<file path="src/rtl/lqsnp_pkg.sv">
package lqsnp_pkg;

  typedef enum logic [0:0] {
    SCAN_IDLE = 1'b0,
    SCAN_RUN  = 1'b1
  } lqsnp_state_e;

  typedef struct packed {
    logic upd;
    logic reexec;
    logic snhit;
    logic lock_lost;
    logic force_set;
  } lqsnp_verdict_t;

endpackage

</file>
<file path="src/rtl/lqsnp_entry_sel.sv">
module lqsnp_entry_sel #(
  parameter int ENTRIES = 8,
  parameter int ADDR_W  = 16,
  parameter int SIZE_W  = 4,
  localparam int IDX_W  = $clog2(ENTRIES)
) (
  input  logic [IDX_W-1:0]          idx,
  input  logic [ENTRIES-1:0]        ent_addr_ok,
  input  logic [ENTRIES-1:0]        ent_strict,
  input  logic [ENTRIES-1:0]        ent_linked,
  input  logic [ENTRIES-1:0]        ent_pviol,
  input  logic [ENTRIES*ADDR_W-1:0] ent_base,
  input  logic [ENTRIES*SIZE_W-1:0] ent_size,
  output logic                      sel_addr_ok,
  output logic                      sel_strict,
  output logic                      sel_linked,
  output logic                      sel_pviol,
  output logic [ADDR_W-1:0]         sel_base,
  output logic [SIZE_W-1:0]         sel_size
);

  logic [ENTRIES-1:0] slot_hot;

  generate
    for (genvar g = 0; g < ENTRIES; g++) begin : g_dec
      assign slot_hot[g] = (idx == IDX_W'(g));
    end
  endgenerate

  always_comb begin
    sel_addr_ok = 1'b0;
    sel_strict  = 1'b0;
    sel_linked  = 1'b0;
    sel_pviol   = 1'b0;
    sel_base    = '0;
    sel_size    = '0;
    for (int i = 0; i < ENTRIES; i++) begin
      if (slot_hot[i]) begin
        sel_addr_ok = ent_addr_ok[i];
        sel_strict  = ent_strict[i];
        sel_linked  = ent_linked[i];
        sel_pviol   = ent_pviol[i];
        sel_base    = ent_base[i*ADDR_W +: ADDR_W];
        sel_size    = ent_size[i*SIZE_W +: SIZE_W];
      end
    end
  end

endmodule

</file>
<file path="src/rtl/lqsnp_block_match.sv">
module lqsnp_block_match #(
  parameter int ADDR_W      = 16,
  parameter int SIZE_W      = 4,
  parameter int BLOCK_BYTES = 64,
  localparam int OFF_W      = $clog2(BLOCK_BYTES),
  localparam int BLK_W      = ADDR_W - OFF_W
) (
  input  logic [ADDR_W-1:0] snp_addr,
  input  logic [ADDR_W-1:0] ld_base,
  input  logic [SIZE_W-1:0] ld_size,
  output logic              first_hit,
  output logic              last_hit,
  output logic              hit
);

  function automatic logic [BLK_W-1:0] blk_of(input logic [ADDR_W-1:0] a);
    return a[ADDR_W-1:OFF_W];
  endfunction

  function automatic logic [ADDR_W-1:0] last_byte(input logic [ADDR_W-1:0] b,
                                                  input logic [SIZE_W-1:0] s);
    if (s == '0) return b;
    return b + ADDR_W'(s) - ADDR_W'(1);
  endfunction

  logic [BLK_W-1:0] snp_blk;
  logic [ADDR_W-1:0] end_addr;

  assign snp_blk   = blk_of(snp_addr);
  assign end_addr  = last_byte(ld_base, ld_size);
  assign first_hit = (blk_of(ld_base) == snp_blk);
  assign last_hit  = (blk_of(end_addr) == snp_blk);
  assign hit       = first_hit | last_hit;

endmodule

</file>
<file path="src/rtl/lqsnp_verdict.sv">
module lqsnp_verdict
  import lqsnp_pkg::*;
(
  input  logic           is_head,
  input  logic           addr_ok,
  input  logic           strict,
  input  logic           linked,
  input  logic           pviol,
  input  logic           hit,
  input  logic           force_q,
  input  logic           tso,
  output lqsnp_verdict_t verdict
);

  logic eligible;
  logic hitting;
  logic head_lock;
  logic do_reexec;

  assign eligible  = !is_head && addr_ok && !strict;
  assign hitting   = eligible && (hit || force_q);
  assign head_lock = is_head && addr_ok && hit && linked;
  assign do_reexec = hitting && (pviol || force_q || tso);

  always_comb begin
    verdict.upd       = hitting;
    verdict.reexec    = do_reexec;
    verdict.snhit     = hitting && !do_reexec;
    verdict.lock_lost = head_lock || (hitting && !do_reexec && linked);
    verdict.force_set = hitting && tso;
  end

endmodule

</file>
<file path="src/rtl/lqsnp_scan_ctrl.sv">
module lqsnp_scan_ctrl
  import lqsnp_pkg::*;
#(
  parameter int ENTRIES = 8,
  parameter int ADDR_W  = 16,
  localparam int IDX_W  = $clog2(ENTRIES),
  localparam int CNT_W  = $clog2(ENTRIES + 1)
) (
  input  logic              clk,
  input  logic              rst_n,
  input  logic              snoop_valid,
  input  logic [ADDR_W-1:0] snoop_addr,
  input  logic              tso_mode,
  input  logic [IDX_W-1:0]  lq_head,
  input  logic [CNT_W-1:0]  lq_count,
  input  logic              force_set,
  output logic              busy,
  output logic [IDX_W-1:0]  cur_idx,
  output logic              is_head,
  output logic              last,
  output logic [ADDR_W-1:0] snp_addr,
  output logic              tso_q,
  output logic              force_q
);

  localparam logic [IDX_W:0] ENT_V = (IDX_W + 1)'(ENTRIES);

  function automatic logic [IDX_W-1:0] wrap_add(input logic [IDX_W-1:0] a,
                                                input logic [IDX_W-1:0] b);
    logic [IDX_W:0] s;
    s = {1'b0, a} + {1'b0, b};
    if (s >= ENT_V) s = s - ENT_V;
    return s[IDX_W-1:0];
  endfunction

  lqsnp_state_e       state_q;
  logic [IDX_W-1:0]   pos_q;
  logic [CNT_W-1:0]   cnt_q;
  logic [IDX_W-1:0]   head_q;
  logic [ADDR_W-1:0]  snp_q;
  logic               tso_r;
  logic               force_r;
  logic               accept;

  assign busy     = (state_q == SCAN_RUN);
  assign accept   = snoop_valid && !busy;
  assign cur_idx  = wrap_add(head_q, pos_q);
  assign is_head  = (pos_q == '0);
  assign last     = (CNT_W'(pos_q) == cnt_q - CNT_W'(1));
  assign snp_addr = snp_q;
  assign tso_q    = tso_r;
  assign force_q  = force_r;

  always_ff @(posedge clk) begin
    if (!rst_n) begin
      state_q <= SCAN_IDLE;
      pos_q   <= '0;
      cnt_q   <= '0;
      head_q  <= '0;
      snp_q   <= '0;
      tso_r   <= 1'b0;
      force_r <= 1'b0;
    end else if (accept) begin
      if (lq_count != '0) begin
        state_q <= SCAN_RUN;
        pos_q   <= '0;
        cnt_q   <= lq_count;
        head_q  <= lq_head;
        snp_q   <= snoop_addr;
        tso_r   <= tso_mode;
        force_r <= 1'b0;
      end
    end else if (busy) begin
      if (last) begin
        state_q <= SCAN_IDLE;
        pos_q   <= '0;
        force_r <= 1'b0;
      end else begin
        pos_q <= pos_q + IDX_W'(1);
        if (force_set) force_r <= 1'b1;
      end
    end
  end

  AST_SCAN_STEPS: assert property (@(posedge clk) disable iff (!rst_n)
    busy && !last |=> busy && (pos_q == IDX_W'($past(pos_q) + IDX_W'(1))));
  AST_SCAN_ENDS: assert property (@(posedge clk) disable iff (!rst_n)
    busy && last |=> !busy);
  AST_STALL_HOLD: assert property (@(posedge clk) disable iff (!rst_n)
    busy && !last |=> $stable(snp_q) && $stable(tso_r) && $stable(head_q));
  AST_EMPTY_IDLE: assert property (@(posedge clk) disable iff (!rst_n)
    !busy && snoop_valid && (lq_count == '0) |=> !busy);
  AST_NO_FORCE_PLAIN: assert property (@(posedge clk) disable iff (!rst_n)
    busy && !tso_r |-> !force_r);
  AST_FORCE_STICKY: assert property (@(posedge clk) disable iff (!rst_n)
    busy && !last && force_r |=> force_r);

endmodule

</file>
<file path="src/rtl/lq_snoop_scan.sv">
module lq_snoop_scan
  import lqsnp_pkg::*;
#(
  parameter int ENTRIES     = 8,
  parameter int ADDR_W      = 16,
  parameter int SIZE_W      = 4,
  parameter int BLOCK_BYTES = 64,
  localparam int IDX_W      = $clog2(ENTRIES),
  localparam int CNT_W      = $clog2(ENTRIES + 1)
) (
  input  logic                      clk,
  input  logic                      rst_n,
  input  logic                      snoop_valid,
  input  logic [ADDR_W-1:0]         snoop_addr,
  input  logic                      tso_mode,
  output logic                      busy,
  input  logic [IDX_W-1:0]          lq_head,
  input  logic [CNT_W-1:0]          lq_count,
  input  logic [ENTRIES-1:0]        ent_addr_ok,
  input  logic [ENTRIES-1:0]        ent_strict,
  input  logic [ENTRIES-1:0]        ent_linked,
  input  logic [ENTRIES-1:0]        ent_pviol,
  input  logic [ENTRIES*ADDR_W-1:0] ent_base,
  input  logic [ENTRIES*SIZE_W-1:0] ent_size,
  output logic                      upd_valid,
  output logic [IDX_W-1:0]          upd_idx,
  output logic                      upd_reexec,
  output logic                      upd_snhit,
  output logic                      lock_lost
);

  logic              scan_busy;
  logic [IDX_W-1:0]  cur_idx;
  logic              is_head;
  logic              last;
  logic [ADDR_W-1:0] snp_addr;
  logic              tso_q;
  logic              force_q;

  logic              sel_addr_ok;
  logic              sel_strict;
  logic              sel_linked;
  logic              sel_pviol;
  logic [ADDR_W-1:0] sel_base;
  logic [SIZE_W-1:0] sel_size;

  logic              first_hit;
  logic              last_hit;
  logic              blk_hit;

  lqsnp_verdict_t    verdict;

  lqsnp_scan_ctrl #(
    .ENTRIES(ENTRIES),
    .ADDR_W (ADDR_W)
  ) u_ctrl (
    .clk        (clk),
    .rst_n      (rst_n),
    .snoop_valid(snoop_valid),
    .snoop_addr (snoop_addr),
    .tso_mode   (tso_mode),
    .lq_head    (lq_head),
    .lq_count   (lq_count),
    .force_set  (verdict.force_set),
    .busy       (scan_busy),
    .cur_idx    (cur_idx),
    .is_head    (is_head),
    .last       (last),
    .snp_addr   (snp_addr),
    .tso_q      (tso_q),
    .force_q    (force_q)
  );

  lqsnp_entry_sel #(
    .ENTRIES(ENTRIES),
    .ADDR_W (ADDR_W),
    .SIZE_W (SIZE_W)
  ) u_sel (
    .idx        (cur_idx),
    .ent_addr_ok(ent_addr_ok),
    .ent_strict (ent_strict),
    .ent_linked (ent_linked),
    .ent_pviol  (ent_pviol),
    .ent_base   (ent_base),
    .ent_size   (ent_size),
    .sel_addr_ok(sel_addr_ok),
    .sel_strict (sel_strict),
    .sel_linked (sel_linked),
    .sel_pviol  (sel_pviol),
    .sel_base   (sel_base),
    .sel_size   (sel_size)
  );

  lqsnp_block_match #(
    .ADDR_W     (ADDR_W),
    .SIZE_W     (SIZE_W),
    .BLOCK_BYTES(BLOCK_BYTES)
  ) u_match (
    .snp_addr (snp_addr),
    .ld_base  (sel_base),
    .ld_size  (sel_size),
    .first_hit(first_hit),
    .last_hit (last_hit),
    .hit      (blk_hit)
  );

  lqsnp_verdict u_verdict (
    .is_head(is_head),
    .addr_ok(sel_addr_ok),
    .strict (sel_strict),
    .linked (sel_linked),
    .pviol  (sel_pviol),
    .hit    (blk_hit),
    .force_q(force_q),
    .tso    (tso_q),
    .verdict(verdict)
  );

  assign busy       = scan_busy;
  assign upd_idx    = cur_idx;
  assign upd_valid  = scan_busy && verdict.upd;
  assign upd_reexec = scan_busy && verdict.reexec;
  assign upd_snhit  = scan_busy && verdict.snhit;
  assign lock_lost  = scan_busy && verdict.lock_lost;

  AST_HEAD_SILENT: assert property (@(posedge clk) disable iff (!rst_n)
    busy && is_head |-> !upd_valid);
  AST_QUIET_IDLE: assert property (@(posedge clk) disable iff (!rst_n)
    !busy |-> !upd_valid && !lock_lost);
  AST_FORCED_REEXEC: assert property (@(posedge clk) disable iff (!rst_n)
    upd_valid && force_q |-> upd_reexec && !lock_lost);
  AST_SKIP_SILENT: assert property (@(posedge clk) disable iff (!rst_n)
    busy && !is_head && (!sel_addr_ok || sel_strict) |-> !upd_valid && !lock_lost);
  AST_UPD_KIND: assert property (@(posedge clk) disable iff (!rst_n)
    upd_valid |-> $countones({upd_reexec, upd_snhit}) == 1);
  AST_MISS_SILENT: assert property (@(posedge clk) disable iff (!rst_n)
    busy && !first_hit && !last_hit && !force_q |-> !upd_valid && !lock_lost);

endmodule

</file>
<file path="config.mk">
export PLATFORM = sky130hd
export DESIGN_NAME = lq_snoop_scan
export DESIGN_NICKNAME = d
export VERILOG_FILES = /design/src/rtl/lqsnp_pkg.sv /design/src/rtl/lqsnp_entry_sel.sv /design/src/rtl/lqsnp_block_match.sv /design/src/rtl/lqsnp_verdict.sv /design/src/rtl/lqsnp_scan_ctrl.sv /design/src/rtl/lq_snoop_scan.sv
export SDC_FILE = /design/constraint.sdc
export NUM_CORES = 1
export LEC_CHECK = 0
export ABC_AREA = 1
export BUFFER_PORTS_ARGS = -buffer_cell sky130_fd_sc_hd__clkbuf_2
export CORE_ASPECT_RATIO = 0.5
export CORE_UTILIZATION = 40
export CTS_CLUSTER_DIAMETER = 30
export DETAILED_ROUTE_END_ITERATION = 6
export PLACE_DENSITY = 0.8
export SETUP_SLACK_MARGIN = 0.2
export SYNTH_ARGS = -nofsm -noshare
export SYNTH_HDL_FRONTEND = slang
export SYNTH_HIERARCHICAL = 1
export SYNTH_SLANG_ARGS = --single-unit
</file>
<file path="constraint.sdc">
create_clock -name clk -period 6.6 [get_ports clk]
set_clock_uncertainty 0.1 [all_clocks]
set_input_delay 0.99 -clock clk [delete_from_list [all_inputs] [get_ports clk]]
set_output_delay 0.99 -clock clk [all_outputs]
set_load 0.005 [all_outputs]
</file>
==> impl_metrics.yaml <==
timing:
  fmax_mhz: 165
  setup_viol_count_final: 0
  relSlewSlack: 0.544
  drv_slew: 0
  fin_setup_tns_ns: 0
  hold_ws_ns: 0.381
  fin_crit_sh: 0.919
  rsz0062_at_grt: "no"
  hold_viol: 0
  fin_crit_ns: 6.06
  worst_slack_ns: 0.537
  tightest_slew_ns: 0.683
clock_network:
  clk_latency_ns: 0.26
  cts_buffers: 3
  clock-root-buffer: "clkbuf_16"
  clockBufferDepth: 2
  clk_pin_slew_ns: 0.06
  ctsHoldBuffers: 0
  ctsHtreeMaxLevel: 1
  cts_sinks: 23
  cts_tree: "yes"
routing:
  dr.pass1.iters: 5
  routed_wl_um: 18200
  drt-initial-drc-count: 533
  via_count: 6124
  post-route-drc-count: 0
  post_drt_wl_per_cell_um: 15.8
  viasPerCell: 5.33
  ant_nets: 0
die:
  core_area_mm2: 0.0104
  ios: 227
  initial_core_util: 0.421
  die_w_um: 150
  row_count: 26
  dieHeight_um: 76.0
  dieArea_mm2: 0.0114
pwr:
  power_leakage_uw: 0.00325
  peakVddDrop_v: 0.000195
  powerDensity_mw_per_mm2: 341
global_routing:
  gr-total-overflow: 0
  use_met2: 0.487
  grtUsageTotal: 0.303
  use_met1: 0.417
  grt_pass1_wl_um: 27200
  grt_start_max_net_pins: 51
  grt_antenna_before_repair: 0
  use_met3: 0.0353
  grt_pass1_vias: 5429
  busiest_layer: "met2"
placed_design:
  dp_hpwl_um: 14400
  io_buffers: 220
  post_dp_cell_area_mm2: 0.00550
  globalplace.congestion: 0.968
  pre_cts_ws_ns: 0.336
cells_and_area:
  nets: 1251
  fillers: 1093
  stdcell_area_mm2: 0.00593
  area_growth_pct: 35.3
  drive_above_1_share: 0.312
  diodes: 0
outcome:
  status: "complete, no violations"
synth:
  syn_avg_cell_area_um2: 5.49
  syn-num-nets: 1038
  ys_warn_count: 6
  synthesis.area_mm2: 0.00438
  syn_inst: 798
worst_setup_path:
  crit_required_ns: 5.51
  cp_common_cell: "nand2_1"
  crit_fanout: 25
  worst_setup_path_start_kind: "register"
  critPathKind: "reg -> out"
  worstReg2RegEnd: "u_ctrl/force_q"
  arrival_ns: 4.97
  rr_worst_depth: 37
  timing.rr.start: "u_ctrl/pos_q[0]"
  worstSetupStartpoint: "u_ctrl/pos_q[0]"
  cp-end-kind: "output pin"
  reg2reg_setup_slack_ns: 1.60
  cp-endpoint: "lock_lost"
  max_stage_delay_ns: 0.35
  cp_slowest_cell: "dfxtp_4"
min_path:
  hp-class: "reg -> reg"
run:
  cap_viol_max_count: 0
-- repair_timing --
| action | in CTS | in global routing |
|---|---|---|
| setup buffers | 8 | 10 |
| gates cloned | 1 | 2 |
| setup endpoints to repair | 4 | 4 |
| gates resized for setup | 2 | 27 |
| pin swaps | 4 | 17 |
-- per-layer routing --
layer  wire (µm)  up-vias  share of wire
met5           0        -              0
met4         543        0          0.030
met3        1510       45          0.083
met2        8010      290           0.44
met1        8150     2713           0.45
li1            -     3076              -
-- power breakdown --
part | switching (µW) | total, µW | internal, µW
Clock | 49.4 | 131 | 81.5
Combinational | 1090 | 1720 | 635
Sequential | 14.3 | 167 | 152
-- worst max-delay path, delay by kind of cell (launching register included) --
family,cells,cell delay [ns]
fa+ha+maj,3,0.75
buf+inv,8,0.90
compound gates,1,0.14
flops,1,0.35
simple gates,19,1.96
xor+xnor,3,0.60
-- final cells by class --
cell class | count | area [µm²] | share of cell area
multi-input cells | 605 | 3260 | 0.550
repair buffers | 253 | 1460 | 0.246
inverters | 124 | 484 | 0.0817
flip-flops and latches | 23 | 467 | 0.0788
well taps | 140 | 175 | 0.0296
clock buffers | 3 | 75.1 | 0.0127
clock inverters | 1 | 5.00 | 0.000845
repair inverters | 1 | 5.00 | 0.000845
-- worst min-delay path by stage --
stage,startpoint,end,slack [ns],depth (start not counted)
floorplan,u_ctrl/cnt_q[3],u_ctrl/cnt_q[3],0.34,2
global placement,u_ctrl/cnt_q[3],u_ctrl/cnt_q[3],0.36,2
detailed placement,u_ctrl/cnt_q[1],u_ctrl/cnt_q[1],0.38,2
CTS,u_ctrl/cnt_q[1],u_ctrl/cnt_q[1],0.39,2
global route,u_ctrl/head_q[0],u_ctrl/head_q[0],0.41,2
finish,u_ctrl/cnt_q[1],u_ctrl/cnt_q[1],0.38,2
-- placed cells by master, fill, tap and decap left out, types with 2 or more instances in the layout --
cell type and instances:
a21oi_1 11, a21oi_2 5, and2_1 2, buf_12 4, buf_4 22, buf_6 5
clkbuf_16 4, clkbuf_2 220, clkinv_2 2, dfxtp_1 20, dfxtp_2 2, ha_1 17
ha_4 3, inv_1 114, inv_2 7, inv_4 2, nand2_1 202, nand2_2 7
nand2_4 3, nand3_1 64, nand3_2 5, nand3b_1 6, nand4_1 127, nor2_1 97
nor2_2 8, nor2_4 3, nor3_2 2, nor3_4 3, nor4_1 2, o21ai_0 20
o21bai_1 2, xnor2_1 4, xor2_1 3
-- state kept, by name, indices dropped and copies added, names as in the netlist --
register         flops
u_ctrl/snp_addr     10
u_ctrl/tso_q         1
u_ctrl/busy          1
u_ctrl/cnt_q         4
u_ctrl/force_q       1
u_ctrl/head_q        3
u_ctrl/pos_q         3
-- stage by stage --
step	utilization	instances	power, µW
3_3_place_gp	0.528	1125	1690
2_1_floorplan	-	798	1370
4_1_cts	0.547	1138	1870
5_1_grt	0.569	1150	2240
6_report	0.569	1150	2020
3_5_place_dp	0.528	1125	1720
(Power assumes the default switching activity.)
